`src/rtl/lct_pkg.sv`:
```
`timescale 1ns/1ps
package lct_pkg;
    localparam int DATA_W = 32;
    localparam int ADDR_W = 5;
    localparam int FRAC_W = 9;
    localparam int LIM_W  = DATA_W - 1;

    // register selected by the word index of the offset
    typedef enum logic [2:0] {
        SEL_LIMIT = 3'd0,
        SEL_COUNT = 3'd1,
        SEL_LIMNR = 3'd2,
        SEL_RUN   = 3'd3,
        SEL_MODE  = 3'd4,
        SEL_NONE  = 3'd7
    } reg_sel_e;
endpackage

```
`src/rtl/lct_decode.sv`:
```
`timescale 1ns/1ps
module lct_decode
    import lct_pkg::*;
(
    input  logic [ADDR_W-1:0] addr,
    output reg_sel_e          sel
);
    always_comb begin
        unique case (addr[ADDR_W-1:2])
            3'd0:    sel = SEL_LIMIT;
            3'd1:    sel = SEL_COUNT;
            3'd2:    sel = SEL_LIMNR;
            3'd3:    sel = SEL_RUN;
            3'd4:    sel = SEL_MODE;
            default: sel = SEL_NONE;
        endcase
    end
endmodule

```
`src/rtl/lct_count_next.sv`:
```
`timescale 1ns/1ps
module lct_count_next
    import lct_pkg::*;
#(
    parameter int CNT_W = 53,
    parameter int LO_W  = 22
) (
    input  logic [CNT_W-1:0] cnt_q,
    input  logic [LIM_W-1:0] limit_q,
    input  logic             user_mode,
    input  logic             stopped,
    input  logic             tick,
    input  logic             restart,
    output logic [CNT_W-1:0] cnt_d,
    output logic             wrap
);
    localparam int UNIT_W = LIM_W - FRAC_W;

    logic [LIM_W-1:0]  eff_limit;
    logic [UNIT_W-1:0] units;
    logic [UNIT_W-1:0] last_unit;
    logic              advance;

    always_comb begin
        eff_limit = (limit_q == '0) ? '1 : limit_q;
        units     = eff_limit[LIM_W-1:FRAC_W];
        if (units == '0) begin
            units = UNIT_W'(1);
        end
        last_unit = units - UNIT_W'(1);
        advance   = tick && !(user_mode && stopped) && !restart;
        wrap      = advance && !user_mode && (cnt_q >= CNT_W'(last_unit));
        if (restart || wrap) begin
            cnt_d = '0;
        end else if (advance) begin
            cnt_d = cnt_q + CNT_W'(1);
        end else begin
            cnt_d = cnt_q;
        end
    end
endmodule

```
`src/rtl/lct_read_mux.sv`:
```
`timescale 1ns/1ps
module lct_read_mux
    import lct_pkg::*;
#(
    parameter int CNT_W = 53,
    parameter int LO_W  = 22
) (
    input  reg_sel_e          sel,
    input  logic              user_mode,
    input  logic [CNT_W-1:0]  cnt_q,
    input  logic [LIM_W-1:0]  limit_q,
    input  logic              reached,
    input  logic              stopped,
    output logic [DATA_W-1:0] rd_value
);
    logic [DATA_W-1:0] hi_part;
    logic [DATA_W-1:0] lo_part;

    always_comb begin
        hi_part = DATA_W'(cnt_q[CNT_W-1:LO_W]);
        hi_part[DATA_W-1] = 1'b0;
        lo_part = {1'b0, cnt_q[LO_W-1:0], {FRAC_W{1'b0}}};
        unique case (sel)
            SEL_LIMIT: rd_value = user_mode ? hi_part : {1'b0, limit_q};
            SEL_COUNT: rd_value = user_mode ? lo_part
                                            : {reached, lo_part[DATA_W-2:0]};
            SEL_RUN:   rd_value = {{(DATA_W-1){1'b0}}, stopped};
            SEL_MODE:  rd_value = {{(DATA_W-1){1'b0}}, user_mode};
            default:   rd_value = '0;
        endcase
    end
endmodule

```
`src/rtl/lct_timer.sv`:
```
`timescale 1ns/1ps
module lct_timer
    import lct_pkg::*;
#(
    parameter int CNT_LO_W = 22,
    parameter int CNT_HI_W = 31
) (
    input  logic              clk,
    input  logic              rst_n,
    input  logic              tick_en,
    input  logic              wr_en,
    input  logic              rd_en,
    input  logic [ADDR_W-1:0] addr,
    input  logic [DATA_W-1:0] wdata,
    output logic [DATA_W-1:0] rdata_o,
    output logic              irq_o
);
    localparam int CNT_W = CNT_LO_W + CNT_HI_W;

    typedef struct packed {
        logic [CNT_W-1:0]  cnt;
        logic [LIM_W-1:0]  limit;
        logic              reached;
        logic              irq;
        logic              stopped;
        logic              user;
        logic [DATA_W-1:0] rdata;
    } state_t;

    state_t            st_d, st_q;
    reg_sel_e          sel;
    logic              restart;
    logic              wrap;
    logic [CNT_W-1:0]  cnt_next;
    logic [DATA_W-1:0] rd_value;
    logic [LIM_W-1:0]  lim_val;

    lct_decode u_decode (
        .addr (addr),
        .sel  (sel)
    );

    lct_count_next #(.CNT_W(CNT_W), .LO_W(CNT_LO_W)) u_count (
        .cnt_q     (st_q.cnt),
        .limit_q   (st_q.limit),
        .user_mode (st_q.user),
        .stopped   (st_q.stopped),
        .tick      (tick_en),
        .restart   (restart),
        .cnt_d     (cnt_next),
        .wrap      (wrap)
    );

    lct_read_mux #(.CNT_W(CNT_W), .LO_W(CNT_LO_W)) u_rmux (
        .sel       (sel),
        .user_mode (st_q.user),
        .cnt_q     (st_q.cnt),
        .limit_q   (st_q.limit),
        .reached   (st_q.reached),
        .stopped   (st_q.stopped),
        .rd_value  (rd_value)
    );

    always_comb begin
        lim_val = (wdata == '0) ? '1 : wdata[LIM_W-1:0];
        restart = (wr_en && sel == SEL_LIMIT) ||
                  (rd_en && sel == SEL_LIMIT && !st_q.user);
    end

    always_comb begin
        st_d     = st_q;
        st_d.cnt = cnt_next;
        if (wrap) begin
            st_d.reached = 1'b1;
            st_d.irq     = 1'b1;
        end
        if (wr_en) begin
            unique case (sel)
                SEL_LIMIT: begin
                    st_d.limit = lim_val;
                    st_d.irq   = 1'b0;
                end
                SEL_LIMNR: st_d.limit = lim_val;
                SEL_RUN:   if (st_q.user) st_d.stopped = wdata[0];
                SEL_MODE:  st_d.user = wdata[0];
                default:   ;
            endcase
        end
        if (rd_en) begin
            st_d.rdata = rd_value;
            if (sel == SEL_LIMIT && !st_q.user) begin
                st_d.irq     = 1'b0;
                st_d.reached = 1'b0;
            end
        end
        if (st_d.user) begin
            st_d.irq = 1'b0;
        end
    end

    always_ff @(posedge clk) begin
        if (!rst_n) begin
            st_q         <= '0;
            st_q.stopped <= 1'b1;
        end else begin
            st_q <= st_d;
        end
    end

    assign rdata_o = st_q.rdata;
    assign irq_o   = st_q.irq;


    user_irq_low_chk: assert property (@(posedge clk) disable iff (!rst_n)
        st_q.user |-> !irq_o);


    rd_ack_clear_chk: assert property (@(posedge clk) disable iff (!rst_n)
        (rd_en && sel == SEL_LIMIT && !st_q.user) |=> (!irq_o && !st_q.reached));


    stop_hold_chk: assert property (@(posedge clk) disable iff (!rst_n)
        (st_q.user && st_q.stopped && !wr_en) |=> $stable(st_q.cnt));


    reach_cause_chk: assert property (@(posedge clk) disable iff (!rst_n)
        $rose(st_q.reached) |-> $past(tick_en));


    frac_zero_chk: assert property (@(posedge clk) disable iff (!rst_n)
        (rd_en && sel == SEL_COUNT) |=> (rdata_o[FRAC_W-1:0] == '0));
endmodule

```
`config.mk`:
```
export PLATFORM = sky130hd
export DESIGN_NAME = lct_timer
export DESIGN_NICKNAME = d
export VERILOG_FILES = /design/src/rtl/lct_pkg.sv /design/src/rtl/lct_decode.sv /design/src/rtl/lct_count_next.sv /design/src/rtl/lct_read_mux.sv /design/src/rtl/lct_timer.sv
export SDC_FILE = /design/constraint.sdc
export NUM_CORES = 1
export LEC_CHECK = 0
export BUFFER_PORTS_ARGS = -buffer_cell sky130_fd_sc_hd__buf_2
export CAP_MARGIN = 5
export CORE_MARGIN = 2
export CORE_UTILIZATION = 45
export CTS_CLUSTER_DIAMETER = 120
export DETAILED_ROUTE_END_ITERATION = 7
export PLACE_DENSITY_LB_ADDON = 0.05
export SLEW_MARGIN = 25
export SYNTH_ARGS = -nofsm -noshare
export SYNTH_HDL_FRONTEND = slang
export SYNTH_SLANG_ARGS = --single-unit
```
`constraint.sdc`:
```
create_clock -name clk -period 5.8 [get_ports clk]
set_clock_uncertainty 0.1 [all_clocks]
set_input_delay 1.16 -clock clk [delete_from_list [all_inputs] [get_ports clk]]
set_output_delay 1.16 -clock clk [all_outputs]
set_load 0.01 [all_outputs]
```
==> summary.txt, run 1 <==
Yosys
  • Most common library cells after synthesis: dfxtp_1, nor2_1, xnor2_1, inv_1, nand2_1
  • Synth top area share: 34.9%
  • Post-synthesis register bit count: 120
  • Sequential share of the synthesized area: 34.9%
  • Primary FF master, synth: dfxtp_1
  • Top-count cell post-synth: dfxtp_1
  • Syn_nets: 856
  • Post-synth EDFFs: 0
  • Synth cell types: 54
  • Fraction of registers with async set/reset: 0%
  • Cell taking the most area after synthesis: dfxtp_1
  • Synth warn: 0
  • Post-synthesis cell count: 790
  • Synth Cell Area: 6890 µm²
  • Area contributors post-synth: dfxtp_1, xnor2_1, o221a_2
  • Synth Area per Inst: 8.73 µm²

Finish
  • Layout area overhead: 13.8%
  • Ant diodes: 0
  • Final Cell Area: 7840 µm²
  • Fraction of layout cells with a size suffix above 1: 23.4%
  • Final Instance Count excl. Fillers: 1021
  • Final nets: 887

Clock network
  • TritonCTS clock tree: built
  • Number of hold buffers added after CTS: 0
  • # Post-CTS Setup Buffers: 0
  • Maximum root-to-sink buffer count: 2
  • Num CTS Buffers: 17
  • CTS Sinks: 120
  • CTS clk-pin slew, worst paths: 0.06 ns
  • Root buffer cell: clkbuf_16
  • Skew-Pair Late Insertion Delay: 0.42 ns
  • H-tree levels: 4
  • Post_cts resized: 0

Detailed routing
  • DRC violations left: 0
  • Antenna Violating Nets Remaining: 0
  • Final WL: 20400 µm
  • Vias per cell: 5.86
  • Routed via count: 5986
  • Routed len/inst: 20.0 µm
  • 1st-iter DRT viols: 420
  • Drt first pass iters: 5

Timing
  • Slew @ Worst Pin: 0.898 ns
  • Max Clk Rate: 0.189 GHz
  • Tmin final: 5.29 ns
  • Tcrit/Tclk final: 91.2%
  • Final Hold Fails: 0
  • Slew margin rel.: 40.0%
  • RSZ-0062 raised after global routing: false
  • Setup violations, final: 0
  • Slew Limit Fails: 0
  • Final TNS setup: 0 ns

Placement
  • Cell Area, Placed: 7230 µm²
  • Placer congestion estimate: 0.879
  • IO Port Bufs: 72
  • HPWL Detailed: 15000 µm
  • Placed cell count: 990

Critical path
  • Kind of critical path: reg2reg
  • R2r setup slk: 0.51 ns
  • Reg-to-Reg Start: st_q[50]
  • Worst Setup End Kind: register
  • Required time of the critical path: 6.01 ns
  • Crit start category: register
  • Worst Setup SP: st_q[50]
  • CP arrival: 5.50 ns
  • Worst Path Max Fanout: 23

Min path
  • Worst Min Path Start: rdata_o[8]
  • Hold WC Path Type: reg2reg

Global routing
  • Global route overflow: 0
  • Initial antenna violation count: 0
  • Global-route wire length before repair: 31900 µm
  • Vias in the first global route: 5673
  • Largest net degree at the start of global routing: 68
  • All-Layer GR Usage: 25.7%

Floorplan
  • Die span in y: 128 µm
  • Core area: 15100 µm²
  • # IOs: 75
  • Die area: 16300 µm²
  • Num rows: 45
  • Width of the die: 128 µm
  • Starting Density: 45.7%

Status
  • Status: finished clean

Power
  • P per Cell Area: 288 nW/µm²
  • Power Total: 2.26 mW
  • Static leakage: 2.94 nW
  • Peak supply drop: 205 µV

Job
  • # Max-Cap Violations: 0
critical path, cell delays in order (launching register included):
cell	delay, ns
dfxtp_1	0.41
or4_4	0.61
nor4_2	0.48
nand4_1	0.24
nor3_2	0.27
nor2_1	0.08
ha_1	0.24
or4b_1	0.27
nor3_1	0.09
nor3b_2	0.24
nand3b_1	0.13
xnor2_1	0.12
nor2_1	0.06
ha_1	0.31
nand3_1	0.12
or4_1	0.62
o211ai_4	0.48
buf_12	0.23
nor2_1	0.06
cells in the final DEF, fill, tap and decap left out, drive strengths merged, types with 9 or more instances in the layout:
master and n:
dfxtp 120, nor2 93, buf 86, xnor2 52, inv 36, nand2 35, nor4 33, o221a 32
mux2 30, nand4 29, nand3 27, and2 26, ha 24, o22ai 23, a22oi 23, nor3 23
clkbuf 22, xor2 15, nand2b 12, a21oi 11, a21boi 9
cell families (layout without fill, tap and decap cells):
| group | count (synthesis) | after routing | synth area share (%) |
|---|---|---|---|
| AOI/OAI and AO/OA | 124 | 124 | 14.7 |
| xor gates and xnor gates | 67 | 67 | 8.51 |
| adders and majority gates | 24 | 24 | 4.36 |
| buffers and inverters | 110 | 153 | 7.95 |
| DFF | 120 | 120 | 34.9 |
| muxes | 32 | 32 | 5.19 |
| and+or+nand+nor | 313 | 313 | 24.4 |
final timing paths:
kind | to | depth (start not counted)
min reg2reg | rdata_o[8] | 2
min | rdata_o[8] | 2
max reg2reg | st_q[106] | 18
max | st_q[106] | 18
state kept, by name, summed over array words and instances, names as in the netlist:
signal / flops
st_q: 87
rdata_o: 32
irq_o: 1
where the power goes:
| part | leakage [nW] | switching, mW | internal, mW |
|---|---|---|---|
| registers | 0.971 | 0.0198 | 0.838 |
| clock network | 0.300 | 0.380 | 0.736 |
| logic | 1.67 | 0.163 | 0.121 |
layout make-up:
cell class	instances	area, µm²
tap	188	235
timing repair buffer	86	493
fill	1416	7250
sequential	120	2400
clock inverter	9	148
clock buffer	22	464
inverter	36	135
multi-input combinational	560	3970
through the flow:
stage / worst slack, ns / hold WS, ns / utilization, %
detailed placement: 0.622 / 0.373 / 47.9
finish: 0.510 / 0.377 / 52.0
CTS: 0.553 / 0.383 / 52.0
global placement: 0.682 / 0.369 / 47.9
floorplan: 1.27 / 0.355 / -
global route: 0.207 / 0.403 / 52.0
routing by layer:
metal	up-vias	GRT usage (%)	wire length, µm
met4	0	11.3	731
met2	155	40.5	9600
met1	2902	34.4	9240
met5	-	0	0
met3	41	5.01	816
li1	2888	-	-
Power figures use the tool's default switching activity.
==> inputs of run 2 (changes only) <==
--- a/config.mk
+++ b/config.mk
@@ -7,7 +7,6 @@
 export LEC_CHECK = 0
 export BUFFER_PORTS_ARGS = -buffer_cell sky130_fd_sc_hd__buf_2
 export CAP_MARGIN = 5
-export CORE_MARGIN = 2
 export CORE_UTILIZATION = 45
 export CTS_CLUSTER_DIAMETER = 120
 export DETAILED_ROUTE_END_ITERATION = 7
==> constraint.sdc (replaced) <==
create_clock -name clk -period 5.9 [get_ports clk]
set_clock_uncertainty 0.1 [all_clocks]
set_input_delay 1.18 -clock clk [delete_from_list [all_inputs] [get_ports clk]]
set_output_delay 1.18 -clock clk [all_outputs]
set_load 0.01 [all_outputs]
==> summary.txt, run 2 (same netlist as run 1, synthesis figures left out) <==
Global routing
  • Global-route wire length before repair: 31700 µm
  • Initial antenna violation count: 0
  • Largest net degree at the start of global routing: 68
  • Vias in the first global route: 5759
  • All-Layer GR Usage: 26.3%
  • Global route overflow: 0

Floorplan
  • Starting Density: 46.7%
  • Core area: 14800 µm²
  • Die area: 15800 µm²
  • Width of the die: 126 µm
  • Num rows: 44
  • Die span in y: 126 µm
  • # IOs: 75

Critical path
  • Worst Setup End Kind: register
  • CP max stage cell: or4_1
  • Buffer and inverter count on the worst path: 3
  • Reg2reg path depth: 20
  • Crit path cell chain: or4_4, nor4_2, buf_4, nand4_1, nor3_2, nor2_1, ha_1, or4b_1, nor3_1, nor3b_2, buf_4, nand3b_1, xnor2_1, nor2_1, ha_1, nand3_1, or4_1, o211ai_4, buf_12, nor2_1
  • Required time of the critical path: 6.11 ns
  • Max stage delay on crit path: 0.61 ns
  • Crit start category: register
  • Cell repeated most along the worst path: nor2_1
  • Reg-to-Reg Start: st_q[47]
  • Crit Reg-Reg Endpoint: st_q[106]
  • Critical path's top delay family: simple AND/OR/NAND/NOR gates
  • Worst Path Max Fanout: 41
  • Kind of critical path: reg2reg
  • R2r setup slk: 0.85 ns
  • CP arrival: 5.26 ns

Finish
  • Commonest non-fill, non-tap cell in the layout: dfxtp_1
  • Max reg flops: 87
  • Multi-input logic area: 3970 µm²
  • Biggest register: st_q
  • Storage cell area: 2400 µm²
  • Most frequent cells in the layout: dfxtp_1, nor2_1, buf_2, xnor2_1, inv_1
  • Layout area overhead: 13.4%
  • Fill cell count: 1368
  • Fraction of layout cells with a size suffix above 1: 23.6%
  • Ant diodes: 0
  • Final nets: 885

Job
  • # Max-Cap Violations: 0

Power
  • Peak supply drop: 217 µV
  • P per Cell Area: 283 nW/µm²
  • Static leakage: 2.92 nW

Timing
  • Slew @ Worst Pin: 0.926 ns
  • Slew margin rel.: 38.1%
  • Setup violations, final: 0
  • Slew Limit Fails: 0
  • Max Clk Rate: 0.198 GHz
  • Tcrit/Tclk final: 85.6%
  • Final TNS setup: 0 ns
  • RSZ-0062 raised after global routing: false
  • Worst hold slack: 0.382 ns
  • Tmin final: 5.05 ns
  • Final Hold Fails: 0

Placement
  • IO Port Bufs: 72
  • HPWL Detailed: 14700 µm
  • Placer congestion estimate: 0.896

Detailed routing
  • Antenna Violating Nets Remaining: 0
  • Vias per cell: 5.86
  • 1st-iter DRT viols: 420
  • DRC violations left: 0
  • Drt first pass iters: 5
  • Routed len/inst: 19.9 µm
  • Routed via count: 5950
  • Final WL: 20200 µm

Clock network
  • Number of hold buffers added after CTS: 0
  • Maximum root-to-sink buffer count: 2
  • Skew-Pair Late Insertion Delay: 0.43 ns
  • CTS clk-pin slew, worst paths: 0.06 ns
  • Post_cts resized: 0
  • CTS Sinks: 120
  • TritonCTS clock tree: built
  • # Post-CTS Setup Buffers: 0
  • H-tree levels: 4
  • Num CTS Buffers: 17
  • Root buffer cell: clkbuf_16

Min path
  • Hold WC Path Type: reg2reg
  • Hold endpoint: rdata_o[7]
  • Worst Min Path Start: rdata_o[7]
  • Hold Path Stages: 2

Status
  • Status: finished clean
## run 2: through the flow
| stage | utilization [%] | power (mW) | cell area, µm² | setup slack [ns] | cells |
|---|---|---|---|---|---|
| detailed placement | 48.8 | 1.14 | 7200 | 0.864 | 984 |
| global placement | 48.8 | 1.13 | 7200 | 0.920 | 984 |
| CTS | 52.9 | 2.22 | 7810 | 0.840 | 1016 |
| finish | 53.0 | 2.21 | 7810 | 0.851 | 1016 |
| floorplan | - | 1.05 | 6890 | 1.37 | 790 |
| global route | 53.0 | 2.30 | 7810 | 0.527 | 1016 |
## run 2: worst max-delay path by stage
stage / from / end / cells after the start
detailed placement: st_q[57] / st_q[74] / 18
global placement: st_q[57] / st_q[84] / 18
CTS: st_q[57] / st_q[106] / 18
finish: st_q[47] / st_q[106] / 20
floorplan: st_q[46] / st_q[100] / 20
global route: st_q[47] / st_q[77] / 20
## run 2: area by class of cell
class / instances / share of cell area [%]
Multi-Input combinational cell: 560 / 50.8
Sequential cell: 120 / 30.7
Timing Repair Buffer: 84 / 5.96
Clock buffer: 19 / 5.67
Tap cell: 184 / 2.95
Clock inverter: 13 / 2.19
Inverter: 36 / 1.73
## run 2: report_power, final
part | internal (mW) | switching, mW | total (mW)
sequential | 0.824 | 0.0207 | 0.845
clock | 0.680 | 0.406 | 1.09
combinational | 0.120 | 0.159 | 0.279
total | 1.62 | 0.586 | 2.21
## run 2: metal layers
| layer | global-route usage [%] | wire length, µm | up-vias | share of wire, % |
|---|---|---|---|---|
| li1 | - | - | 2877 | - |
| met1 | 33.3 | 9100 | 2873 | 45 |
| met2 | 44.1 | 9640 | 163 | 48 |
| met3 | 4.76 | 808 | 37 | 4.0 |
| met4 | 11.3 | 659 | 0 | 3.3 |
| met5 | 0 | 0 | - | 0 |
## run 2: worst min-delay path: cells and delay by family, from the launching register on
kind,cells,cell delay [ns]
compound gates,1,0.07
flops,1,0.31
simple gates,1,0.06
